File: src/rtl/apb_rw_pkg.sv
package apb_rw_pkg;

    // Classification of the previous bus cycle
    typedef enum logic [1:0] {
        PH_IDLE  = 2'd0,
        PH_SETUP = 2'd1,
        PH_WAIT  = 2'd2,
        PH_DONE  = 2'd3
    } phase_e;

    localparam int NRULE  = 5;
    localparam int CODE_W = 3;

    // Bit positions in the rule vector; code reported is position + 1
    localparam int RULE_NOSETUP = 0;
    localparam int RULE_DRIFT   = 1;
    localparam int RULE_GLITCH  = 2;
    localparam int RULE_MISQUAL = 3;
    localparam int RULE_MULTI   = 4;

    typedef logic [NRULE-1:0]  rule_vec_t;
    typedef logic [CODE_W-1:0] code_t;

    function automatic code_t rule_code(input int idx);
        return code_t'(idx + 1);
    endfunction

endpackage

File: src/rtl/apb_rw_phase.sv
module apb_rw_phase
    import apb_rw_pkg::*;
#(
    parameter int N_SEL = 4
) (
    input  logic             clk,
    input  logic             rst_n,
    input  logic [N_SEL-1:0] sel,
    input  logic             enable,
    input  logic             ready,
    output phase_e           phase_q
);

    phase_e phase_d;
    logic   sel_any;

    assign sel_any = |sel;

    // Next-state: the state names what the current cycle was
    always_comb begin
        phase_d = phase_q;
        unique case (phase_q)
            PH_IDLE, PH_SETUP, PH_WAIT, PH_DONE: begin
                if (!sel_any) begin
                    phase_d = PH_IDLE;
                end else if (!enable) begin
                    phase_d = PH_SETUP;
                end else if (ready) begin
                    phase_d = PH_DONE;
                end else begin
                    phase_d = PH_WAIT;
                end
            end
            default: phase_d = PH_IDLE;
        endcase
    end

    always_ff @(posedge clk) begin
        if (!rst_n) begin
            phase_q <= PH_IDLE;
        end else begin
            phase_q <= phase_d;
        end
    end


    setup_prev_chk: assert property (@(posedge clk) disable iff (!rst_n)
        (phase_q == PH_SETUP) |-> !$past(enable));


    done_prev_chk: assert property (@(posedge clk) disable iff (!rst_n)
        (phase_q == PH_DONE) |-> $past(ready));

endmodule

File: src/rtl/apb_rw_rules.sv
module apb_rw_rules
    import apb_rw_pkg::*;
#(
    parameter int N_SEL  = 4,
    parameter int ADDR_W = 12,
    parameter int DATA_W = 32
) (
    input  logic              clk,
    input  logic              rst_n,
    input  phase_e            phase_q,
    input  logic [N_SEL-1:0]  sel,
    input  logic              enable,
    input  logic              write,
    input  logic [ADDR_W-1:0] addr,
    input  logic [DATA_W-1:0] wdata,
    input  logic              ready,
    input  logic              slverr,
    output rule_vec_t         hit
);

    logic [ADDR_W-1:0] addr_q;
    logic [DATA_W-1:0] wdata_q;
    logic              write_q;

    logic sel_any;
    logic active;
    logic no_setup;
    logic drift;
    logic glitch;
    logic misqual;
    logic clash;

    // Previous-cycle copy of the fields that must hold during an access
    always_ff @(posedge clk) begin
        if (!rst_n) begin
            addr_q  <= '0;
            wdata_q <= '0;
            write_q <= 1'b0;
        end else begin
            addr_q  <= addr;
            wdata_q <= wdata;
            write_q <= write;
        end
    end

    // Multiple-select detect: ripple of "a lower line is already high"
    logic [N_SEL:0] seen;
    logic [N_SEL-1:0] pair;
    assign seen[0] = 1'b0;
    generate
        for (genvar i = 0; i < N_SEL; i++) begin : g_sel
            assign pair[i]   = sel[i] & seen[i];
            assign seen[i+1] = seen[i] | sel[i];
        end
    endgenerate
    assign clash = |pair;

    assign sel_any = |sel;
    assign active  = sel_any & enable;
    assign misqual = active & slverr & ~ready;

    always_comb begin
        no_setup = 1'b0;
        drift    = 1'b0;
        glitch   = 1'b0;
        unique case (phase_q)
            PH_IDLE: begin
                no_setup = enable;
            end
            PH_SETUP: begin
                no_setup = enable & ~sel_any;
            end
            PH_WAIT: begin
                no_setup = enable & ~sel_any;
                drift    = active & ((addr != addr_q) |
                                     (write != write_q) |
                                     (wdata != wdata_q));
            end
            PH_DONE: begin
                no_setup = enable & (~sel_any | ready);
                glitch   = active & ~ready;
            end
            default: begin
                no_setup = 1'b0;
            end
        endcase
    end

    always_comb begin
        hit               = '0;
        hit[RULE_NOSETUP] = no_setup;
        hit[RULE_DRIFT]   = drift;
        hit[RULE_GLITCH]  = glitch;
        hit[RULE_MISQUAL] = misqual;
        hit[RULE_MULTI]   = clash;
    end


    onehot_quiet_chk: assert property (@(posedge clk) disable iff (!rst_n)
        $onehot0(sel) |-> !hit[RULE_MULTI]);


    setup_entry_quiet_chk: assert property (@(posedge clk) disable iff (!rst_n)
        ((phase_q == PH_SETUP) && sel_any && enable) |-> !hit[RULE_NOSETUP]);

endmodule

File: src/rtl/apb_rw_report.sv
module apb_rw_report
    import apb_rw_pkg::*;
(
    input  logic      clk,
    input  logic      rst_n,
    input  rule_vec_t hit,
    output rule_vec_t flags_q,
    output logic      pulse_q,
    output code_t     code_q
);

    code_t lowest;

    // Lowest-numbered rule among those firing this cycle
    always_comb begin
        lowest = '0;
        for (int k = NRULE - 1; k >= 0; k--) begin
            if (hit[k]) begin
                lowest = rule_code(k);
            end
        end
    end

    always_ff @(posedge clk) begin
        if (!rst_n) begin
            flags_q <= '0;
            pulse_q <= 1'b0;
            code_q  <= '0;
        end else begin
            flags_q <= flags_q | hit;
            pulse_q <= |hit;
            if (code_q == '0) begin
                code_q <= lowest;
            end
        end
    end


    sticky_keep_chk: assert property (@(posedge clk) disable iff (!rst_n)
        (flags_q != '0) |=> ((flags_q & $past(flags_q)) == $past(flags_q)));


    first_hold_chk: assert property (@(posedge clk) disable iff (!rst_n)
        (code_q != '0) |=> $stable(code_q));


    pulse_flag_chk: assert property (@(posedge clk) disable iff (!rst_n)
        pulse_q |-> (flags_q != '0));


    first_flag_pair_chk: assert property (@(posedge clk) disable iff (!rst_n)
        (code_q != '0) == (flags_q != '0));

endmodule

File: src/rtl/apb_rule_watch.sv
module apb_rule_watch
    import apb_rw_pkg::*;
#(
    parameter int N_SEL  = 4,
    parameter int ADDR_W = 12,
    parameter int DATA_W = 32
) (
    input  logic              clk,
    input  logic              rst_n,
    input  logic [N_SEL-1:0]  bus_sel,
    input  logic              bus_enable,
    input  logic              bus_write,
    input  logic [ADDR_W-1:0] bus_addr,
    input  logic [DATA_W-1:0] bus_wdata,
    input  logic              bus_ready,
    input  logic              bus_slverr,
    output logic [4:0]        viol_flags,
    output logic              viol_pulse,
    output logic [2:0]        viol_first
);

    phase_e    phase_q;
    rule_vec_t hit;
    rule_vec_t flags_q;
    code_t     code_q;

    apb_rw_phase #(.N_SEL(N_SEL)) i_phase (
        .clk     (clk),
        .rst_n   (rst_n),
        .sel     (bus_sel),
        .enable  (bus_enable),
        .ready   (bus_ready),
        .phase_q (phase_q)
    );

    apb_rw_rules #(.N_SEL(N_SEL), .ADDR_W(ADDR_W), .DATA_W(DATA_W)) i_rules (
        .clk     (clk),
        .rst_n   (rst_n),
        .phase_q (phase_q),
        .sel     (bus_sel),
        .enable  (bus_enable),
        .write   (bus_write),
        .addr    (bus_addr),
        .wdata   (bus_wdata),
        .ready   (bus_ready),
        .slverr  (bus_slverr),
        .hit     (hit)
    );

    apb_rw_report i_report (
        .clk     (clk),
        .rst_n   (rst_n),
        .hit     (hit),
        .flags_q (flags_q),
        .pulse_q (viol_pulse),
        .code_q  (code_q)
    );

    assign viol_flags = flags_q;
    assign viol_first = code_q;

endmodule

File: config.mk
export PLATFORM = sky130hd
export DESIGN_NAME = apb_rule_watch
export DESIGN_NICKNAME = d
export VERILOG_FILES = /design/src/rtl/apb_rw_pkg.sv /design/src/rtl/apb_rw_phase.sv /design/src/rtl/apb_rw_rules.sv /design/src/rtl/apb_rw_report.sv /design/src/rtl/apb_rule_watch.sv
export SDC_FILE = /design/constraint.sdc
export NUM_CORES = 1
export LEC_CHECK = 0
export BUFFER_PORTS_ARGS = -buffer_cell sky130_fd_sc_hd__buf_4
export CAP_MARGIN = 20
export CORE_UTILIZATION = 40
export DETAILED_ROUTE_END_ITERATION = 16
export PLACE_DENSITY_LB_ADDON = 0.2
export SLEW_MARGIN = 5
export SYNTH_ARGS = -nofsm -noshare
export SYNTH_HDL_FRONTEND = slang
export SYNTH_HIERARCHICAL = 1
export SYNTH_SLANG_ARGS = --single-unit
File: constraint.sdc
create_clock -name clk -period 1.9 [get_ports clk]
set_input_delay 0.57 -clock clk [delete_from_list [all_inputs] [get_ports clk]]
set_output_delay 0.57 -clock clk [all_outputs]
set_load 0.005 [all_outputs]
==> results.py, run 1 <==
metrics = {
    "placed_design": {
        "dp_hpwl_mm": 2.95,
        "io_buffers": 62,
        "dpl.cell_count": 338,
        "gp_congestion": 0.717,
        "post-place-ws_ns": -0.414,
    },
    "detailed_routing": {
        "drt-initial-drc-count": 45,
        "drc": 0,
        "wirelength_mm": 3.87,
        "drtPass1Iterations": 4,
        "via_count": 1573,
        "antenna_left": 0,
        "viasPerCell": 4.55,
        "wl_per_cell_microns": 11.2,
    },
    "pwr": {
        "leakage_uw": 0.00124,
        "p_per_area_mw_per_mm2": 772,
        "power_uw": 2310,
        "peakVddDrop_v": 0.000481,
    },
    "synthesis": {
        "ys_seq_area_frac": 0.513,
        "yosysUniqueCellTypes": 26,
        "yosys_warnings": 6,
        "syn_inst": 207,
        "synthesis.area_sq_mm": 0.00219,
        "ys_seq_elements": 56,
        "postSynthAreaPerCell_sq_um": 10.6,
        "syn_nets": 261,
    },
    "worst_setup_path": {
        "crit_slowest_cell": "or4b_1",
        "reg2reg_from": "i_rules/wdata_q[15]$_SDFF_PN0_",
        "arrival_ns": 2.16,
        "crit_path_cell_trace": "buf_4 -> xnor2_2 -> nand4_1 -> nor4_2 -> a311oi_2 -> or4b_1 -> o21ai_1",
        "crit_path_max_incr_delay_ns": 0.49,
        "rr_worst_depth": 6,
        "crit_type": "input pin to register",
        "required_ns": 2.14,
        "rrSetupSlack_ns": 0.01,
        "critPathCaptureType": "register",
        "reg2reg_to": "i_report/code_q[0]$_SDFFE_PN0N_",
        "crit_fanout": 4,
        "worst_setup_path_start_kind": "input pin",
    },
    "global_route": {
        "grt_overflow": 0,
        "grt_max_degree": 34,
        "grt_pass1_wl_mm": 6.95,
        "track_usage": 0.151,
        "grt_pass1_vias": 1608,
        "grt_antenna_before_repair": 0,
    },
    "final_layout": {
        "final_nets": 329,
        "syn2layout_area_growth_pct": 36.8,
        "drive_above_1_share": 0.370,
        "stdcell_count": 346,
        "num_antenna_cells": 0,
    },
    "worst_hold_path": {
        "worstHoldPathCells": 1,
        "whs_endpoint": "i_report/flags_q[3]$_SDFF_PN0_",
        "hp-start": "i_report/flags_q[3]$_SDFF_PN0_",
        "hold_path.class": "register to register",
    },
    "die": {
        "die_y_microns": 75.9,
        "coreArea_sq_mm": 0.00517,
        "io_pins": 63,
        "rows": 26,
        "die_width_microns": 75.9,
        "initial_core_util": 0.423,
        "dieArea_sq_mm": 0.00577,
    },
    "clock_network": {
        "cts_max_level": 2,
        "path_clk_slew_ns": 0.09,
        "cts_tree": "built",
        "clock-sinks": 56,
        "numCtsBuffers": 5,
        "clkLatencyLatePin_ns": 0.30,
        "cts-root-buf": "clkbuf_8",
        "clock_path_buffers": 2,
    },
    "timing": {
        "finClkSkew_ns": 0.00791,
        "hold_violations": 0,
        "final_max_slew_viol_count": 0,
        "worstMarginPinSlew_ns": 0.311,
        "period_needed_ns": 1.91,
        "final.setup.tns_ns": -0.0143,
        "setup_viol": 1,
        "grt_setup_unrepaired": "true",
        "layout_setup_ws_ns": -0.0143,
        "final_min_period_over_clock_period": 1.01,
        "clock.fmax_mhz": 522,
        "slew_headroom": 0.791,
    },
    "flow_run": {
        "drv_cap": 0,
    },
    "status": {
        "status": "finished with violations",
        "violations": "setup timing",
    },
}
==> sequential cells by signal, summed over array words and instances (netlist names) <==
| signal | flops |
|---|---|
| i_rules/write_q | 1 |
| i_rules/addr_q | 12 |
| i_report/code_q | 3 |
| i_report/flags_q | 5 |
| i_report/pulse_q | 1 |
| i_phase/phase_q | 2 |
| i_rules/wdata_q | 32 |
==> cells in the mapped netlist <==
master | number | area share
nand4_1 | 10 | 0.029
clkbuf_1 | 4 | 0.0069
and4b_1 | 1 | 0.0046
buf_4 | 6 | 0.021
nand3_1 | 3 | 0.0069
nor4_1 | 4 | 0.011
nand2_1 | 1 | 0.0017
o21a_1 | 7 | 0.024
inv_1 | 3 | 0.0051
a21oi_1 | 3 | 0.0069
nor3b_1 | 1 | 0.0034
dfxtp_1 | 56 | 0.51
nor4b_1 | 1 | 0.0040
xnor2_1 | 45 | 0.18
and4bb_2 | 1 | 0.0057
and2_1 | 46 | 0.13
a311oi_1 | 1 | 0.0040
o41ai_2 | 1 | 0.0074
o211ai_1 | 1 | 0.0034
o21ai_1 | 1 | 0.0023
maj3_1 | 1 | 0.0046
a21boi_0 | 1 | 0.0034
or4b_1 | 1 | 0.0046
nor3_1 | 2 | 0.0046
nand2b_1 | 1 | 0.0029
nor2_1 | 5 | 0.0086
==> kinds of logic after synthesis <==
family                     Yosys count  share of synthesized area
and+or+nand+nor                     77                      0.219
xor gates and xnor gates            45                      0.180
buffers and inverters               13                     0.0326
adders and majority gates            1                    0.00458
DFF                                 56                      0.513
AOI/OAI and AO/OA                   15                     0.0515
==> what timing repair did <==
| action | CTS | global route |
|---|---|---|
| buffers inserted | 0 | 0 |
| setup endpoints to repair | 2 | 2 |
| hold buffers | 0 | 0 |
| resized for setup | 2 | 10 |
| pin swaps | 0 | 4 |
==> cell type report <==
cell class	count	area (sq um)
Multi-Input combinational cell	138	1140
Clock buffer	7	86.3
Tap cell	70	87.6
Timing Repair Buffer	71	533
Clock inverter	1	7.51
Inverter	3	11.3
Sequential cell	56	1120
Fill cell	468	2180
==> routing by layer <==
| layer | vias up | GRT usage | part of all wire |
|---|---|---|---|
| met5 | - | 0 | 0 |
| met4 | 0 | 0.0577 | 0.014 |
| met3 | 6 | 0.0482 | 0.061 |
| met2 | 41 | 0.254 | 0.46 |
| met1 | 711 | 0.181 | 0.47 |
| li1 | 815 | - | - |
==> power by group <==
group	switching [uW]	internal [uW]
Clock	363	297
Combinational	129	233
Sequential	41.9	1240
==> worst max-delay path, delay by kind of cell <==
family | cells | cell delay (ns)
and+or+nand+nor | 3 | 1.02
AOI/OAI and AO/OA | 2 | 0.32
xor gates and xnor gates | 1 | 0.13
buffers and inverters | 1 | 0.12
==> metrics by stage <==
step           instance area (sq um)  utilization  hold slack (ns)
2_1_floorplan                   2270            -            0.451
3_3_place_gp                    2830        0.547            0.437
3_5_place_dp                    2830        0.547            0.443
4_1_cts                         2940        0.568            0.460
5_1_grt                         2990        0.578            0.453
6_report                        2990        0.578            0.459
==> layout by cell type, fill, tap and decap left out, drive strengths merged <==
cell type / n
a21boi: 1
a21oi: 3
a311oi: 1
and2: 46
and4b: 1
and4bb: 1
buf: 71
clkbuf: 7
clkinvlp: 1
dfxtp: 56
inv: 3
maj3: 1
nand2: 1
nand2b: 1
nand3: 3
nand4: 10
nor2: 5
nor3: 2
nor3b: 1
nor4: 4
nor4b: 1
o211ai: 1
o21a: 7
o21ai: 1
o41ai: 1
or4b: 1
xnor2: 45
==> worst max-delay path by stage <==
stage / from / end / cells after the start
after detailed placement: bus_wdata[19] / i_report/code_q[0]$_SDFFE_PN0N_ / 7
after floorplan: bus_wdata[27] / i_report/code_q[0]$_SDFFE_PN0N_ / 7
after global placement: bus_wdata[31] / i_report/code_q[0]$_SDFFE_PN0N_ / 7
final: bus_wdata[15] / i_report/code_q[0]$_SDFFE_PN0N_ / 7
after global routing: bus_addr[9] / i_report/code_q[0]$_SDFFE_PN0N_ / 7
after CTS: bus_wdata[27] / i_report/code_q[0]$_SDFFE_PN0N_ / 7
(Power assumes the default switching activity.)
==> run 2, diff against run 1 <==
--- a/config.mk
+++ b/config.mk
@@ -5,6 +5,7 @@
 export SDC_FILE = /design/constraint.sdc
 export NUM_CORES = 1
 export LEC_CHECK = 0
+export ABC_AREA = 1
 export BUFFER_PORTS_ARGS = -buffer_cell sky130_fd_sc_hd__buf_4
 export CAP_MARGIN = 20
 export CORE_UTILIZATION = 40
==> run 2 against run 1 <==
The flow now finishes without violations. Critical endpoint is now i_report/pulse_q$_SDFF_PN0_. Maximum frequency rose by 21%. Flip-flop and latch count is the same. Die area rose by 17%. Cell area is 6.1% higher. Largest cell class is now sequential cells. Global-route usage decreased by 0.70 points. Critical path depth grew 6.
==> results.py, run 2 <==
metrics = {
    "synthesis": {
        "ys_top_cells_by_count": "134 x nand2_1, 101 x inv_1, 63 x nor2_1, 56 x dfxtp_1, 18 x xnor2_1",
        "yosys_warnings": 6,
        "syn_inst": 400,
        "synthesis.area_sq_mm": 0.00257,
        "yosysUniqueCellTypes": 17,
        "synth_flop_cell": "dfxtp_1",
        "synth.most_common_cell": "nand2_1",
        "synth-edff-count": 0,
        "ys_seq_area_frac": 0.436,
        "syn_nets": 454,
        "synth_top_area_frac": 0.436,
        "async_flop_share": 0,
        "synth_area_leaders": "dfxtp_1 44%, nand2_1 20%, inv_1 15%",
        "yosys.area.top_type": "dfxtp_1",
        "postSynthAreaPerCell_sq_um": 6.43,
        "ys_seq_elements": 56,
    },
    "pwr": {
        "peakVddDrop_v": 0.000405,
        "p_per_area_mw_per_mm2": 715,
        "leakage_uw": 0.00192,
    },
    "clock_network": {
        "clock-sinks": 56,
        "numCtsBuffers": 5,
        "clock_path_buffers": 2,
        "cts_resized": 0,
        "cts-root-buf": "clkbuf_8",
        "cts_max_level": 2,
        "cts_tree": "built",
        "holdBufCountCts": 0,
        "post_cts_buffers": 0,
        "path_clk_slew_ns": 0.10,
        "clkLatencyLatePin_ns": 0.30,
    },
    "die": {
        "initial_core_util": 0.424,
        "io_pins": 63,
        "rows": 28,
        "die_y_microns": 82.2,
        "dieArea_sq_mm": 0.00675,
        "coreArea_sq_mm": 0.00606,
        "die_width_microns": 82.2,
    },
    "detailed_routing": {
        "viasPerCell": 4.05,
        "drt-initial-drc-count": 51,
        "met3RoutedLength_microns": 270,
        "drtPass1Iterations": 4,
        "antenna_left": 0,
        "top_layer_used": "met4",
        "drc": 0,
        "route.met2.wl_mm": 2.01,
        "wl_per_cell_microns": 8.28,
        "wirelength_mm": 4.44,
        "wl_met1_mm": 2.10,
        "via_count": 2169,
    },
    "flow_run": {
        "drv_cap": 0,
    },
    "global_route": {
        "grt_overflow": 0,
        "track_usage": 0.144,
        "grt_pass1_wl_mm": 7.47,
        "grt_pass1_vias": 1893,
        "grt_antenna_before_repair": 0,
        "grt_max_degree": 27,
    },
    "placed_design": {
        "dp_hpwl_mm": 3.45,
        "gp_congestion": 0.739,
        "dpl.cell_count": 529,
        "io_buffers": 62,
    },
    "worst_setup_path": {
        "critPathCaptureType": "register",
        "crit_fanout": 3,
        "required_ns": 2.10,
        "reg2reg_from": "i_rules/addr_q[1]$_SDFF_PN0_",
        "worst_setup_path_start_kind": "input pin",
        "cp-startpoint": "bus_wdata[29]",
        "crit_type": "input pin to register",
        "arrival_ns": 1.78,
        "rr_worst_depth": 13,
    },
    "final_layout": {
        "syn2layout_area_growth_pct": 23.4,
        "drive_above_1_share": 0.154,
        "stdcell_count": 536,
        "final_cell_mix": "134 x nand2_1, 101 x inv_1, 63 x nor2_1, 63 x buf_4, 56 x dfxtp_1",
        "final_util": 0.524,
        "largest_reg_flops": 32,
        "final_nets": 515,
        "fillers": 647,
        "num_antenna_cells": 0,
        "regMostFlops": "i_rules/wdata_q",
        "reg_top3": "i_rules/wdata_q: 32 flops, i_rules/addr_q: 12 flops, i_report/flags_q: 5 flops",
        "layout_commonest_cell": "nand2_1",
    },
    "timing": {
        "clock.fmax_mhz": 633,
        "grt_setup_unrepaired": "false",
        "hold_violations": 0,
        "period_needed_ns": 1.58,
        "final_max_slew_viol_count": 0,
        "slew_headroom": 0.812,
        "final_min_period_over_clock_period": 0.831,
        "setup_viol": 0,
        "worstMarginPinSlew_ns": 0.282,
        "finClkSkew_ns": 0.00584,
    },
    "worst_hold_path": {
        "hold_path.class": "input pin to register",
        "worstHoldPathCells": 3,
        "hp-start": "bus_wdata[28]",
    },
    "status": {
        "status": "complete, no violations",
    },
}
[run 2: changes by cell type after synthesis, moves of 2 or more]
cell	change
nand4_1	-9
o21ai_0	+2
nor4_1	-4
clkbuf_1	-4
a21oi_1	+2
nand2_1	+133
inv_1	+98
buf_2	+5
o21a_1	-7
xnor2_1	-27
nor2_1	+58
and2_1	-46
[run 2: where the power goes]
group	internal (uW)	switching, uW	total (uW)
logic	199	173	372
registers	1240	37.4	1280
clock network	252	363	615
total	1690	574	2270
[run 2: worst paths after layout]
| kind | end | slack (ns) |
|---|---|---|
| setup / recovery | i_report/pulse_q$_SDFF_PN0_ | 0.32 |
| hold reg to reg | i_report/flags_q[4]$_SDFF_PN0_ | 0.47 |
| setup reg to reg | i_report/pulse_q$_SDFF_PN0_ | 0.35 |
| hold / removal | i_rules/wdata_q[28]$_SDFF_PN0_ | 0.45 |
[run 2: stage by stage]
stage	power [uW]	setup slack, ns	setup TNS [ns]	area, sq um	hold WS, ns
floorplan	1520	0.208	0	2570	0.456
global placement	1680	-0.00491	-0.00491	3100	0.454
detailed placement	1690	-0.0343	-0.0343	3100	0.458
CTS	2320	0.300	0	3170	0.443
global route	2420	0.0402	0	3170	0.440
finish	2270	0.321	0	3170	0.455
[run 2: cell type report]
type                    instances  area (sq um)  share of cell area
flip-flops and latches         56          1120               0.353
multi-input cells             233          1010               0.318
repair buffers                 64           493               0.155
inverters                     101           379               0.119
well taps                      75          93.8              0.0296
clock buffers                   6          72.6              0.0229
clock inverters                 1          5.00             0.00158
[run 2: worst max-delay path: stages]
cell,delay (ns)
buf_4,0.12
nor2_1,0.07
nor2_1,0.05
nor2_1,0.11
nand2_1,0.07
nor2_1,0.12
nand2_1,0.08
nor2_1,0.08
a21oi_1,0.08
nor2_1,0.16
nand2_1,0.06
o21ai_0,0.15
inv_1,0.05
[run 2: kinds of logic after synthesis]
group,after synthesis,synth area share
xor+xnor,19,0.0647
flops,56,0.436
simple gates,207,0.314
buf+inv,111,0.172
compound gates,7,0.0136
[run 2: layer usage]
layer | GRT usage | up-vias
met5 | 0 | -
met3 | 0.0440 | 6
met2 | 0.252 | 43
met1 | 0.167 | 890
li1 | - | 1230
met4 | 0.0491 | 0
==> run 3, diff against run 2 <==
==> constraint.sdc (replaced) <==
create_clock -name clk -period 1.4 [get_ports clk]
set_input_delay 0.42 -clock clk [delete_from_list [all_inputs] [get_ports clk]]
set_output_delay 0.42 -clock clk [all_outputs]
set_load 0.005 [all_outputs]
==> run 3 against run 2 <==
Clock-buffer cell count unchanged. The flow now finishes with violations (setup timing). Sequential power up 36%. Cell area up 4.1%. Global-route usage up 0.32 points. Largest power group unchanged.
==> results.py, run 3 (synthesis gave the netlist of run 2 again) <==
metrics = {
    "pwr": {
        "netSwitchingFraction": 0.254,
        "peakVddDrop_v": 0.000422,
        "switchingPower_uw": 807,
        "comb_power_share": 0.169,
        "internal-power_uw": 2370,
        "seqPwrFrac": 0.548,
        "power_frac_clock": 0.283,
        "leakage_uw": 0.00198,
        "p_per_area_mw_per_mm2": 962,
    },
    "die": {
        "die_y_microns": 82.2,
        "rows": 28,
        "coreArea_sq_mm": 0.00606,
        "initial_core_util": 0.424,
        "die_width_microns": 82.2,
        "dieArea_sq_mm": 0.00675,
        "io_pins": 63,
    },
    "clock_network": {
        "cts_tree": "built",
        "cts-root-buf": "clkbuf_8",
        "post_cts_buffers": 0,
        "cts_max_level": 2,
        "path_clk_slew_ns": 0.10,
        "holdBufCountCts": 0,
        "clock-sinks": 56,
        "clock_path_buffers": 2,
        "clkLatencyLatePin_ns": 0.30,
        "numCtsBuffers": 5,
    },
    "status": {
        "status": "finished with violations",
        "violations": "setup timing",
    },
    "placed_design": {
        "gp_congestion": 0.696,
        "io_buffers": 62,
        "dp_hpwl_mm": 3.53,
        "dpl.cell_count": 536,
    },
    "worst_setup_path": {
        "cp_num_buf_inv": 2,
        "crit_path_max_incr_delay_ns": 0.34,
        "arrival_ns": 1.67,
        "required_ns": 1.60,
        "critPathCaptureType": "register",
        "crit_type": "register to register",
        "crit_path_cell_trace": "inv_1 -> nand2_1 -> nand2_1 -> nor2_1 -> nand2_1 -> nor2_2 -> nand2_2 -> nor2_4 -> a21oi_2 -> nor2_4 -> nand2_1 -> o21ai_2 -> inv_1",
        "cpMostUsedCell": "nand2_1",
        "critPathTopFamily": "simple AND/OR/NAND/NOR gates",
        "crit_slowest_cell": "dfxtp_1",
        "worst_setup_path_start_kind": "register",
        "crit_fanout": 3,
    },
    "timing": {
        "finClkSkew_ns": 0.00408,
        "grt_setup_unrepaired": "true",
        "worstMarginPinSlew_ns": 0.317,
        "layout_setup_ws_ns": -0.0639,
        "final_min_period_over_clock_period": 1.05,
        "setup_viol": 4,
        "final_max_slew_viol_count": 0,
        "hold_violations": 0,
        "period_needed_ns": 1.46,
        "hold_ws_ns": 0.303,
        "clock.fmax_mhz": 683,
        "slew_headroom": 0.788,
    },
    "detailed_routing": {
        "via_count": 2181,
        "antenna_left": 0,
        "drt-initial-drc-count": 34,
        "wirelength_mm": 4.60,
        "wl_per_cell_microns": 8.45,
        "drc": 0,
        "drtPass1Iterations": 3,
        "viasPerCell": 4.01,
    },
    "global_route": {
        "track_usage": 0.148,
        "grt_overflow": 0,
        "grt_pass1_vias": 1907,
        "grt_antenna_before_repair": 0,
        "grt_max_degree": 34,
        "grt_pass1_wl_mm": 7.58,
    },
    "final_layout": {
        "final_nets": 522,
        "regMostFlops": "i_rules/wdata_q",
        "num_antenna_cells": 0,
        "drive_above_1_share": 0.215,
        "final_util": 0.545,
        "reg_top3": "i_rules/wdata_q: 32 flops, i_rules/addr_q: 12 flops, i_report/flags_q: 5 flops",
        "final_cell_mix": "131 x nand2_1, 100 x inv_1, 70 x buf_4",
        "stdcell_count": 544,
        "syn2layout_area_growth_pct": 28.5,
        "layout_commonest_cell": "nand2_1",
        "largest_reg_flops": 32,
    },
    "worst_hold_path": {
        "hold_path.class": "input pin to register",
    },
    "flow_run": {
        "drv_cap": 0,
    },
}
-- run 3: power by group through the flow --
stage                     clock, uW  sequential [uW]  combinational [uW]
after floorplan                   0             1770                 297
after global placement            0             1770                 523
after detailed placement          0             1780                 534
after CTS                       952             1740                 537
after global routing           1000             1750                 621
final                           900             1740                 538
-- run 3: final timing paths --
check | start | depth (start not counted) | end | slack [ns]
worst max-delay path | i_rules/wdata_q[14]$_SDFF_PN0_ | 13 | i_report/pulse_q$_SDFF_PN0_ | -0.06
worst max register to register | i_rules/wdata_q[14]$_SDFF_PN0_ | 13 | i_report/pulse_q$_SDFF_PN0_ | -0.06
worst min-delay path | bus_wdata[7] | 3 | i_rules/wdata_q[7]$_SDFF_PN0_ | 0.30
worst min register to register | i_report/flags_q[3]$_SDFF_PN0_ | 2 | i_report/flags_q[3]$_SDFF_PN0_ | 0.48
-- run 3: worst register-to-register path, stage by stage, from the launching register on --
cell,delay (ns)
dfxtp_1,0.34
inv_1,0.04
nand2_1,0.06
nand2_1,0.05
nor2_1,0.09
nand2_1,0.07
nor2_2,0.12
nand2_2,0.08
nor2_4,0.09
a21oi_2,0.09
nor2_4,0.11
nand2_1,0.07
o21ai_2,0.12
inv_1,0.05
-- run 3: what timing repair did --
action,4_1_cts,5_1_grt
gates resized for setup,4,13
cloned,0,0
pin swaps,5,7
endpoints found under the setup margin,5,5
-- run 3: routing by layer --
metal / up-vias / global-route usage / part of all wire
met4: 0 / 0.0526 / 0.010
met3: 4 / 0.0440 / 0.053
met5: - / 0 / 0
li1: 1243 / - / -
met1: 893 / 0.176 / 0.47
met2: 41 / 0.251 / 0.47
-- run 3: cell type report --
class	instances	area, sq um
Fill cell	622	2760
Sequential cell	56	1130
Multi-Input combinational cell	233	1060
Timing Repair Buffer	71	546
Inverter	101	379
Tap cell	75	93.8
Clock buffer	6	82.6
Clock inverter	2	10.0
-- run 3: through the flow --
step                TNS, ns  total power (uW)  instance area (sq um)  setup slack (ns)
floorplan            -0.117              2070                   2590           -0.0547
global placement      -1.59              2300                   3170            -0.332
detailed placement    -1.78              2310                   3170            -0.370
CTS                  -0.375              3230                   3270            -0.127
global route         -0.914              3370                   3300            -0.240
finish               -0.156              3180                   3300           -0.0639
